[src/rtl/rsel_pkg.sv]
package rsel_pkg;

  typedef enum logic [2:0] {
    PORT_LOCAL = 3'd0,
    PORT_EAST  = 3'd1,
    PORT_WEST  = 3'd2,
    PORT_NORTH = 3'd3,
    PORT_SOUTH = 3'd4
  } port_e;

  typedef struct packed {
    logic need_x;
    logic go_east;
    logic need_y;
    logic go_north;
  } hop_t;

endpackage

[src/rtl/rsel_hop_cmp.sv]
module rsel_hop_cmp
  import rsel_pkg::*;
#(
  parameter int COORD_W = 4
) (
  input  logic [COORD_W-1:0] cur_x,
  input  logic [COORD_W-1:0] cur_y,
  input  logic [COORD_W-1:0] dst_x,
  input  logic [COORD_W-1:0] dst_y,
  output hop_t               hop
);

  always_comb begin
    hop.need_x   = (cur_x != dst_x);
    hop.go_east  = (dst_x > cur_x);
    hop.need_y   = (cur_y != dst_y);
    hop.go_north = (dst_y > cur_y);
  end

endmodule

[src/rtl/rsel_port_pick.sv]
module rsel_port_pick
  import rsel_pkg::*;
(
  input  hop_t       hop,
  input  logic       stalled,
  input  logic [2:0] prev_port,
  output port_e      port
);

  port_e x_port;
  port_e y_port;

  always_comb begin
    x_port = hop.go_east  ? PORT_EAST  : PORT_WEST;
    y_port = hop.go_north ? PORT_NORTH : PORT_SOUTH;
    if (!hop.need_x && !hop.need_y) begin
      port = PORT_LOCAL;
    end else if (hop.need_x && hop.need_y) begin
      // Both axes productive: a stall flips away from the previous try.
      if (stalled && (prev_port == x_port)) begin
        port = y_port;
      end else begin
        port = x_port;
      end
    end else if (hop.need_x) begin
      port = x_port;
    end else begin
      port = y_port;
    end
  end

endmodule

[src/rtl/rsel_vc_elig.sv]
module rsel_vc_elig
  import rsel_pkg::*;
#(
  parameter int NUM_VC = 4
) (
  input  port_e             port,
  input  logic              need_x,
  output logic [NUM_VC-1:0] mask
);

  localparam int ESC_VC = NUM_VC - 1;

  logic vertical;
  logic is_local;

  always_comb begin
    vertical = (port == PORT_NORTH) || (port == PORT_SOUTH);
    is_local = (port == PORT_LOCAL);
  end

  for (genvar v = 0; v < NUM_VC; v++) begin : g_vc
    if (v == ESC_VC) begin : g_esc
      assign mask[v] = is_local || !(vertical && need_x);
    end else begin : g_adp
      assign mask[v] = 1'b1;
    end
  end

endmodule

[src/rtl/mesh_route_select.sv]
module mesh_route_select
  import rsel_pkg::*;
#(
  parameter int COORD_W = 4,
  parameter int NUM_VC  = 4
) (
  input  logic               clk,
  input  logic               rst_n,
  input  logic               in_valid,
  input  logic [COORD_W-1:0] cur_x,
  input  logic [COORD_W-1:0] cur_y,
  input  logic [COORD_W-1:0] dst_x,
  input  logic [COORD_W-1:0] dst_y,
  input  logic               stalled,
  input  logic [2:0]         prev_port,
  output logic               out_valid,
  output logic [2:0]         out_port,
  output logic [NUM_VC-1:0]  out_vc_mask
);

  localparam int ESC_VC = NUM_VC - 1;

  // Reset: asserted asynchronously, released on the clock.
  logic [1:0] rst_q;
  logic       rst_int_n;

  always_ff @(posedge clk or negedge rst_n) begin
    if (!rst_n) rst_q <= 2'b00;
    else        rst_q <= {rst_q[0], 1'b1};
  end
  assign rst_int_n = rst_q[1];

  hop_t              hop;
  port_e             pick;
  logic [NUM_VC-1:0] mask;

  rsel_hop_cmp #(.COORD_W(COORD_W)) u_cmp (
    .cur_x(cur_x), .cur_y(cur_y), .dst_x(dst_x), .dst_y(dst_y), .hop(hop)
  );

  rsel_port_pick u_pick (
    .hop(hop), .stalled(stalled), .prev_port(prev_port), .port(pick)
  );

  rsel_vc_elig #(.NUM_VC(NUM_VC)) u_elig (
    .port(pick), .need_x(hop.need_x), .mask(mask)
  );

  logic              valid_d;
  logic [2:0]        port_d;
  logic [NUM_VC-1:0] mask_d;
  logic              load_en;

  always_comb begin
    load_en = in_valid;
    valid_d = out_valid;
    port_d  = out_port;
    mask_d  = out_vc_mask;
    if (load_en) begin
      valid_d = 1'b1;
      port_d  = pick;
      mask_d  = mask;
    end
  end

  always_ff @(posedge clk or negedge rst_int_n) begin
    if (!rst_int_n) begin
      out_valid   <= 1'b0;
      out_port    <= 3'd0;
      out_vc_mask <= '0;
    end else begin
      out_valid   <= valid_d;
      out_port    <= port_d;
      out_vc_mask <= mask_d;
    end
  end

  assert_valid_follows_R2: assert property (@(posedge clk) disable iff (!rst_int_n)
    in_valid |=> out_valid);

  assert_hold_idle_R11: assert property (@(posedge clk) disable iff (!rst_int_n)
    !in_valid |=> $stable(out_valid) && $stable(out_port) && $stable(out_vc_mask));

  assert_local_at_dest_R3: assert property (@(posedge clk) disable iff (!rst_int_n)
    (in_valid && cur_x == dst_x && cur_y == dst_y)
      |=> (out_port == 3'd0) && (&out_vc_mask));

  assert_x_first_R4: assert property (@(posedge clk) disable iff (!rst_int_n)
    (in_valid && !stalled && cur_x != dst_x)
      |=> (out_port == 3'd1) || (out_port == 3'd2));

  assert_horiz_mask_R9: assert property (@(posedge clk) disable iff (!rst_int_n)
    (out_valid && (out_port == 3'd1 || out_port == 3'd2)) |-> (&out_vc_mask));

  assert_escape_guard_R10: assert property (@(posedge clk) disable iff (!rst_int_n)
    (in_valid && cur_x != dst_x)
      |=> !((out_port == 3'd3 || out_port == 3'd4) && out_vc_mask[ESC_VC]));

  assert_no_idle_port_R8: assert property (@(posedge clk) disable iff (!rst_int_n)
    out_valid |-> (out_port <= 3'd4));

endmodule

[config.mk]
export PLATFORM = sky130hd
export DESIGN_NAME = mesh_route_select
export DESIGN_NICKNAME = d
export VERILOG_FILES = /design/src/rtl/rsel_pkg.sv /design/src/rtl/rsel_hop_cmp.sv /design/src/rtl/rsel_port_pick.sv /design/src/rtl/rsel_vc_elig.sv /design/src/rtl/mesh_route_select.sv
export SDC_FILE = /design/constraint.sdc
export NUM_CORES = 1
export LEC_CHECK = 0
export ABC_AREA = 1
export BUFFER_PORTS_ARGS = -buffer_cell sky130_fd_sc_hd__buf_2
export CORE_UTILIZATION = 42
export DETAILED_ROUTE_END_ITERATION = 10
export PLACE_DENSITY = 0.74
export RECOVER_POWER = 25
export REMOVE_ABC_BUFFERS = 1
export SYNTH_ARGS = -nofsm -noshare
export SYNTH_HDL_FRONTEND = slang
export SYNTH_HIERARCHICAL = 1
export SYNTH_SLANG_ARGS = --single-unit
[constraint.sdc]
create_clock -name clk -period 0.8 [get_ports clk]
set_input_delay 0.08 -clock clk [delete_from_list [all_inputs] [get_ports clk]]
set_output_delay 0.08 -clock clk [all_outputs]
set_load 0.005 [all_outputs]
### Word level (Yosys, flattened, before mapping)

Index checks and enable logic that the tools add are counted.

* add/subtract/negate cells: 0
* multipliers: 0
* div/mod/pow operators: 0
* $lt $le $gt $ge: 2
* eq/ne operators: 5
* shift operators: 0
* multiplexer cells: 6
* bitwise logic cells: 0
* reduce and logical (&&, ||, !) cells: 10

Operator list (count)
* 2-to-1 mux 3 bit: 5
* greater-than comparator 4 bit: 2
* inequality test 4 bit: 2
* logical AND 1 bit: 4
* == test 3 x 2 -> 1 bit (second input constant): 1
* == test 3 bit: 1
* == test 3 bit (second input constant): 1
* logical NOT 1 bit: 3
* logical NOT 3 bit: 1
* logical OR 1 bit: 2
* 2-to-1 mux 2 bit: 1

* flip-flop bits (word level): 10
* latch bits: 0
* bits in writable memories: 0
* bits in read-only memories: 0
* bits of input ports: 23
* logic and storage cells: 27
* memories: 0

### Logic depth before layout (Yosys ltp)

Gate-level depths: netlist of run 1.

* depth after elaboration: 12
* gate-level depth with buffers: 18
* depth with buffers taken out: 18

### Cells and area by module

Netlist of run 1, hierarchy kept.

By module, submodules not included
* mesh_route_select: times used 1, cells each 35, area an instance 354.1 um2, sequential area each 250.2 um2
* rsel_hop_cmp: times used 1, cells each 40, area an instance 225.2 um2, sequential area each 0.0 um2
* rsel_port_pick: times used 1, cells each 28, area an instance 131.4 um2, sequential area each 0.0 um2
* rsel_vc_elig: times used 1, cells each 9, area an instance 47.5 um2, sequential area each 0.0 um2

### Least setup slack after synthesis of run 1

No wires, ideal clock.

* kind: input -> register
* from: input cur_x[3]
* to: register out_vc_mask[3]
* setup time: 116 ps
* data arrival time: 1532 ps
* path slack: -848 ps
* cell stages on the path: 16
* path buffers: 0
* cell sequence: inv_1 > ha_1 > nand2_1 > nor2_1 > a21oi_1 > inv_2 > nand3_1 > nand2_1 > nand3_2 > nand3_1 > a21oi_1 > nand2_1 > nand2_1 > nand3_1 > nand2_1 > nand2_1

RTL lines
* start, declared: RTL line mesh_route_select.sv:10 `input logic [COORD_W-1:0] cur_x,`
* end signal, assigned: RTL line mesh_route_select.sv:74 `out_vc_mask <= mask_d;`
* end, declared: RTL line mesh_route_select.sv:18 `output logic [NUM_VC-1:0] out_vc_mask`

==> flow_summary.ini, run 1 <==
[run_status]
status = finished, violations left
violations = negative setup slack

[drt]
wl_per_cell_um = 11.8
drcViolationCount = 0
ant_nets = 0
vias = 831
viasPerCell = 4.59
drt_iter0_markers = 19
finalWirelength_um = 2140
dr.pass1.iters = 4

[clocking]
cts_buffers = 3
clk_latency_ns = 0.27
clkTransAtPathRegs_ns = 0.07
root_buffer = clkbuf_4
clock_sinks = 10
htreeDepth = 1
cts_tree = done
clock_path_buffers = 2

[grt]
grt_max_degree = 10
gr-total-overflow = 0
track_usage = 0.205
grt_pass1_wl_um = 2950
grt_pass1_vias = 803
antenna_found_initial = 0

[die]
die_h_um = 44.5
dieWidth_um = 44.5
ios = 31
initial_utilization = 0.476
dieArea_um2 = 1980
rows = 14
core_um2 = 1590

[sta]
finalSetupTns_ns = -3.14
fin_ws_ns = -0.785
finClkSkew_ns = 0.00345
min_period_over_period = 1.98
finalSetupViolations = 13
rsz0062_at_grt = yes
fmax_mhz = 631
fin_crit_ns = 1.58
final-hold-violation-count = 0
maxSlewViolCount = 0

[layout]
multi_input_area_um2 = 583
area_growth_syn_to_layout_pct = 70.0
antenna_cells = 0
fill_cells = 101
register_area_um2 = 250
nNetsFinal = 189
final_area_um2 = 1290
drive_gt1_frac = 0.535

[worst_setup_path]
startpoint_type = primary input
end_kind = flip-flop
crit_arrival_ns = 1.76
critical_path.max_fanout = 4
path_class = in2reg
required_ns = 0.97

[placed_design]
place_area_um2 = 965
io_buffers = 30
place_congestion = 0.737
dpl.hpwl_um = 1210

[yosys]
yosysWarnings = 6
synth_cells = 112
synth-seq-cells = 10
synth_cell_types = 17
syn_avg_cell_area_um2 = 6.77
synth_area_um2 = 758
ys_seq_area_frac = 0.330

[min_path]
hold_path_class = in2reg

[job]
drv_cap = 0

[power_and_ir_drop]
irDropWorstVdd_mv = 1.48
p_per_area_nw_per_um2 = 1430
p_leak_uw = 0.000688
==> cell usage after synthesis <==
master     n  share of area
conb_1     2         0.0099
inv_2      4          0.020
a21oi_1    7          0.046
buf_6      1          0.015
dfrtp_1   10           0.33
ha_1       8           0.13
nand2_1   38           0.19
nor2_1     3          0.015
inv_1     20          0.099
clkinv_1   2         0.0099
buf_4      3          0.030
o21ai_0    5          0.033
o21ai_1    1         0.0066
or2_1      1         0.0083
nand3_2    1          0.013
nand3_1    5          0.033
a21oi_2    1          0.012
==> kinds of logic (layout without fill, tap and decap cells) <==
group | Yosys count | in the layout | synth area share
simple gates | 48 | 48 | 0.257
buf+inv | 30 | 73 | 0.173
compound gates | 14 | 14 | 0.0973
flops | 10 | 10 | 0.330
fa+ha+maj | 8 | 8 | 0.132
other cells | 2 | 4 | 0.00990
==> flip-flops by register name (all words and copies together), names as in the netlist <==
register / cells
out_port: 3
out_vc_mask: 4
rst_q: 2
out_valid: 1
==> routing by layer <==
metal,GRT usage,share of wire
met4,0.0364,0.040
met1,0.199,0.35
met5,0,0
met2,0.418,0.57
met3,0.0612,0.041
==> cell usage in the layout (no fill, tap or decap) <==
cell type      count
nand2_1           30
buf_2             24
inv_1             14
buf_4             11
dfrtp_1           10
inv_2              9
nand2_2            6
buf_6              6
ha_4               5
conb_1             4
a21oi_4            4
clkbuf_4           3
ha_1               3
nand3_4            3
o21ai_0            3
nand2_4            2
a21oi_2            2
nor2_2             2
a21oi_1            2
nand3_1            2
o21ai_2            2
or2_1              1
clkbuf_8           1
dlygate4sd3_1      1
clkbuf_1           1
inv_4              1
nor2_4             1
clkinv_4           1
clkinv_1           1
o21ai_1            1
nand3_2            1
==> stage by stage <==
stage	power [µW]	cells	setup slack, ns	hold WS (ns)	util
3_5_place_dp	1070	171	-1.14	-0.135	0.605
3_3_place_gp	1050	171	-1.02	-0.136	0.605
6_report	1850	181	-0.785	0.109	0.808
2_1_floorplan	858	110	-0.848	-0.216	-
5_1_grt	1960	181	-0.853	0.125	0.808
4_1_cts	1670	179	-0.669	0.104	0.737
==> worst max-delay path: stages <==
cell and delay (ns):
buf_6 0.10, ha_4 0.27, nand2_2 0.06, nand2_2 0.07
nand2_4 0.05, a21oi_4 0.17, inv_2 0.08, o21ai_0 0.20
nand3_4 0.13, a21oi_4 0.18, nand2_1 0.10, nand2_1 0.08
nand3_1 0.08, nand2_1 0.07, nand2_1 0.05
==> what timing repair did <==
action,4_1_cts,5_1_grt
hold buffers,1,0
gates resized for setup,31,23
pin swaps,17,15
buffers inserted,4,2
endpoints found under the hold margin,2,0
endpoints found under the setup margin,12,13
==> final timing paths <==
check,slack [ns],from,to,depth (start not counted)
min in group asynchronous,0.12,rst_n,rst_q[1]$_DFF_PN0_,2
min reg2reg,0.13,rst_q[1]$_DFF_PN0_,out_port[2]$_DFFE_PN0P_,0
max in group asynchronous,0.43,rst_q[1]$_DFF_PN0_,out_port[1]$_DFFE_PN0P_,0
max reg2reg,-0.02,out_valid$_DFFE_PN0P_,out_valid$_DFFE_PN0P_,2
max,-0.78,dst_x[1],out_vc_mask[3]$_DFFE_PN0P_,15
min,0.11,in_valid,out_port[1]$_DFFE_PN0P_,3
==> power breakdown <==
group	internal, µW	switching [µW]
clock network	277	187
logic	387	402
registers	561	32.1
==> area by class of cell <==
cell class | count | area share
Clock buffer | 4 | 0.0282
Timing Repair Buffer | 43 | 0.220
Tap cell | 24 | 0.0233
Inverter | 26 | 0.0816
Sequential cell | 10 | 0.194
Multi-Input combinational cell | 74 | 0.452
Power figures use the tool's default switching activity.
==> run 2: changes to the inputs <==
PLACE_DENSITY = 0.72   (was 0.74)
==> run 2 against run 1 <==
  * Core utilization rose by 0.79 points
  * Critical endpoint unchanged
  * The run still ends with negative setup slack left
  * Combinational power rose by 6.5%
  * Global-route usage decreased by 0.24 points
  * Clock power decreased by 30%
  * Flip-flop and latch count is the same
  * Critical path type unchanged
==> flow_summary.ini, run 2 (synthesis results as in run 1) <==
[layout]
area_growth_syn_to_layout_pct = 71.6
final_cell_mix = 31 x nand2_1, 24 x buf_2, 15 x inv_1
antenna_cells = 0
drive_gt1_frac = 0.538
register_area_um2 = 250
nNetsFinal = 191
multi_input_area_um2 = 601
largestRegisters = out_vc_mask (4), out_port (3), rst_q (2)
final_common_cell = nand2_1
layout.cells.non_filler = 182
largest_register = out_vc_mask
largest_reg_flops = 4
final_util = 0.816
fill_cells = 99
final_area_um2 = 1300

[grt]
gr-total-overflow = 0
grt_pass1_wl_um = 2970
grt_max_degree = 10
track_usage = 0.203
antenna_found_initial = 0
grt_pass1_vias = 758

[worst_setup_path]
worst_path_most_repeated_cell = nand2_1
path_class = in2reg
required_ns = 0.95
critPathBufInv = 4
startpoint_type = primary input
critical_path.max_fanout = 4
crit_arrival_ns = 1.77
cpMaxStageDelayCell = a21oi_4
end_kind = flip-flop
path_delay_family = simple AND/OR/NAND/NOR gates
slowest_delay_ns = 0.18
cp_cell_sequence = buf_2, inv_1, ha_1, inv_1, nand2_2, nand2_2, nand2_4, a21oi_4, inv_2, nand3_2, nand2_2, nand3_4, nand3_2, a21oi_4, nand2_1, nand2_1, nand3_1, nand2_1, nand2_1

[clocking]
root_buffer = clkbuf_4
clk_latency_ns = 0.26
clkTransAtPathRegs_ns = 0.06
cts_buffers = 3
htreeDepth = 1
clock_path_buffers = 2
cts_tree = done
clock_sinks = 10

[sta]
final-hold-violation-count = 0
hold_ws_ns = 0.116
fin_ws_ns = -0.819
finalSetupTns_ns = -3.25
finClkSkew_ns = 0.0132
finalSetupViolations = 13
min_period_over_period = 2.02
fin_crit_ns = 1.62
maxSlewViolCount = 0
fmax_mhz = 618
rsz0062_at_grt = yes

[power_and_ir_drop]
p_clk_frac = 0.183
irDropWorstVdd_mv = 1.23
p_seq_frac = 0.340
power_frac_comb = 0.477
intPower_uw = 1150
p_leak_uw = 0.000696
p_per_area_nw_per_um2 = 1360
swShare = 0.348
power.switching_uw = 613

[run_status]
status = finished, violations left
violations = negative setup slack

[drt]
wl_per_cell_um = 13.0
dr.pass1.iters = 4
drcViolationCount = 0
finalWirelength_um = 2360
ant_nets = 0
viasPerCell = 4.75
drt_iter0_markers = 17
vias = 865

[die]
ios = 31
die_h_um = 44.5
dieWidth_um = 44.5
dieArea_um2 = 1980
rows = 14
core_um2 = 1590
initial_utilization = 0.476

[placed_design]
place_congestion = 0.707
place_area_um2 = 950
dpl.hpwl_um = 1220
io_buffers = 30
dp.cells = 169

[job]
drv_cap = 0

[min_path]
hold_path_class = in2reg
==> run 2: repair_timing <==
item,in CTS,in global routing
hold endpoints to repair,2,0
gates resized for setup,24,29
pin swaps,18,18
endpoints found under the setup margin,12,12
buffers inserted,3,6
hold buffers,1,0
==> run 2: routing by layer <==
layer,GRT usage,up-vias,part of all wire
li1,-,423,-
met1,0.213,399,0.35
met2,0.403,33,0.58
met3,0.0367,10,0.036
met4,0.0545,0,0.039
met5,0,-,0
==> run 2: final cells by class <==
cell class              count  area share
clock buffers               3      0.0173
repair buffers             45       0.227
flip-flops and latches     10       0.192
multi-input cells          74       0.462
inverters                  26      0.0788
well taps                  24      0.0231
==> run 2: stage by stage <==
| stage | total power (µW) | worst slack (ns) |
|---|---|---|
| final | 1760 | -0.819 |
| after global routing | 1880 | -0.908 |
| after CTS | 1520 | -0.658 |
| after detailed placement | 1070 | -1.13 |
| after global placement | 1040 | -1.05 |
| after floorplan | 858 | -0.848 |
==> run 2: worst register-to-register path, cell delays in order, from the launching register on <==
cell	delay, ns
dfrtp_1	0.37
buf_4	0.13
buf_4	0.12
nand2_1	0.05
nand2_1	0.04
==> run 2: path summary, 6_finish.rpt <==
check                                        endpoint  slack, ns  cells after the start                  startpoint
setup / recovery           out_vc_mask[3]$_DFFE_PN0P_      -0.82                     19                    dst_x[0]
hold / removal             out_vc_mask[0]$_DFFE_PN0P_       0.12                      3                    in_valid
setup reg to reg           out_vc_mask[1]$_DFFE_PN0P_      -0.01                      4  out_vc_mask[1]$_DFFE_PN0P_
hold reg to reg            out_vc_mask[1]$_DFFE_PN0P_       0.13                      0          rst_q[1]$_DFF_PN0_
max in group asynchronous       out_valid$_DFFE_PN0P_       0.40                      0          rst_q[1]$_DFF_PN0_
min in group asynchronous  out_vc_mask[1]$_DFFE_PN0P_       0.13                      0          rst_q[1]$_DFF_PN0_
==> run 2: power by group through the flow <==
stage	clock network, µW	logic, µW	registers [µW]
global placement	0	443	601
floorplan	0	251	607
CTS	333	593	595
finish	323	841	599
detailed placement	0	460	605
global route	363	911	604
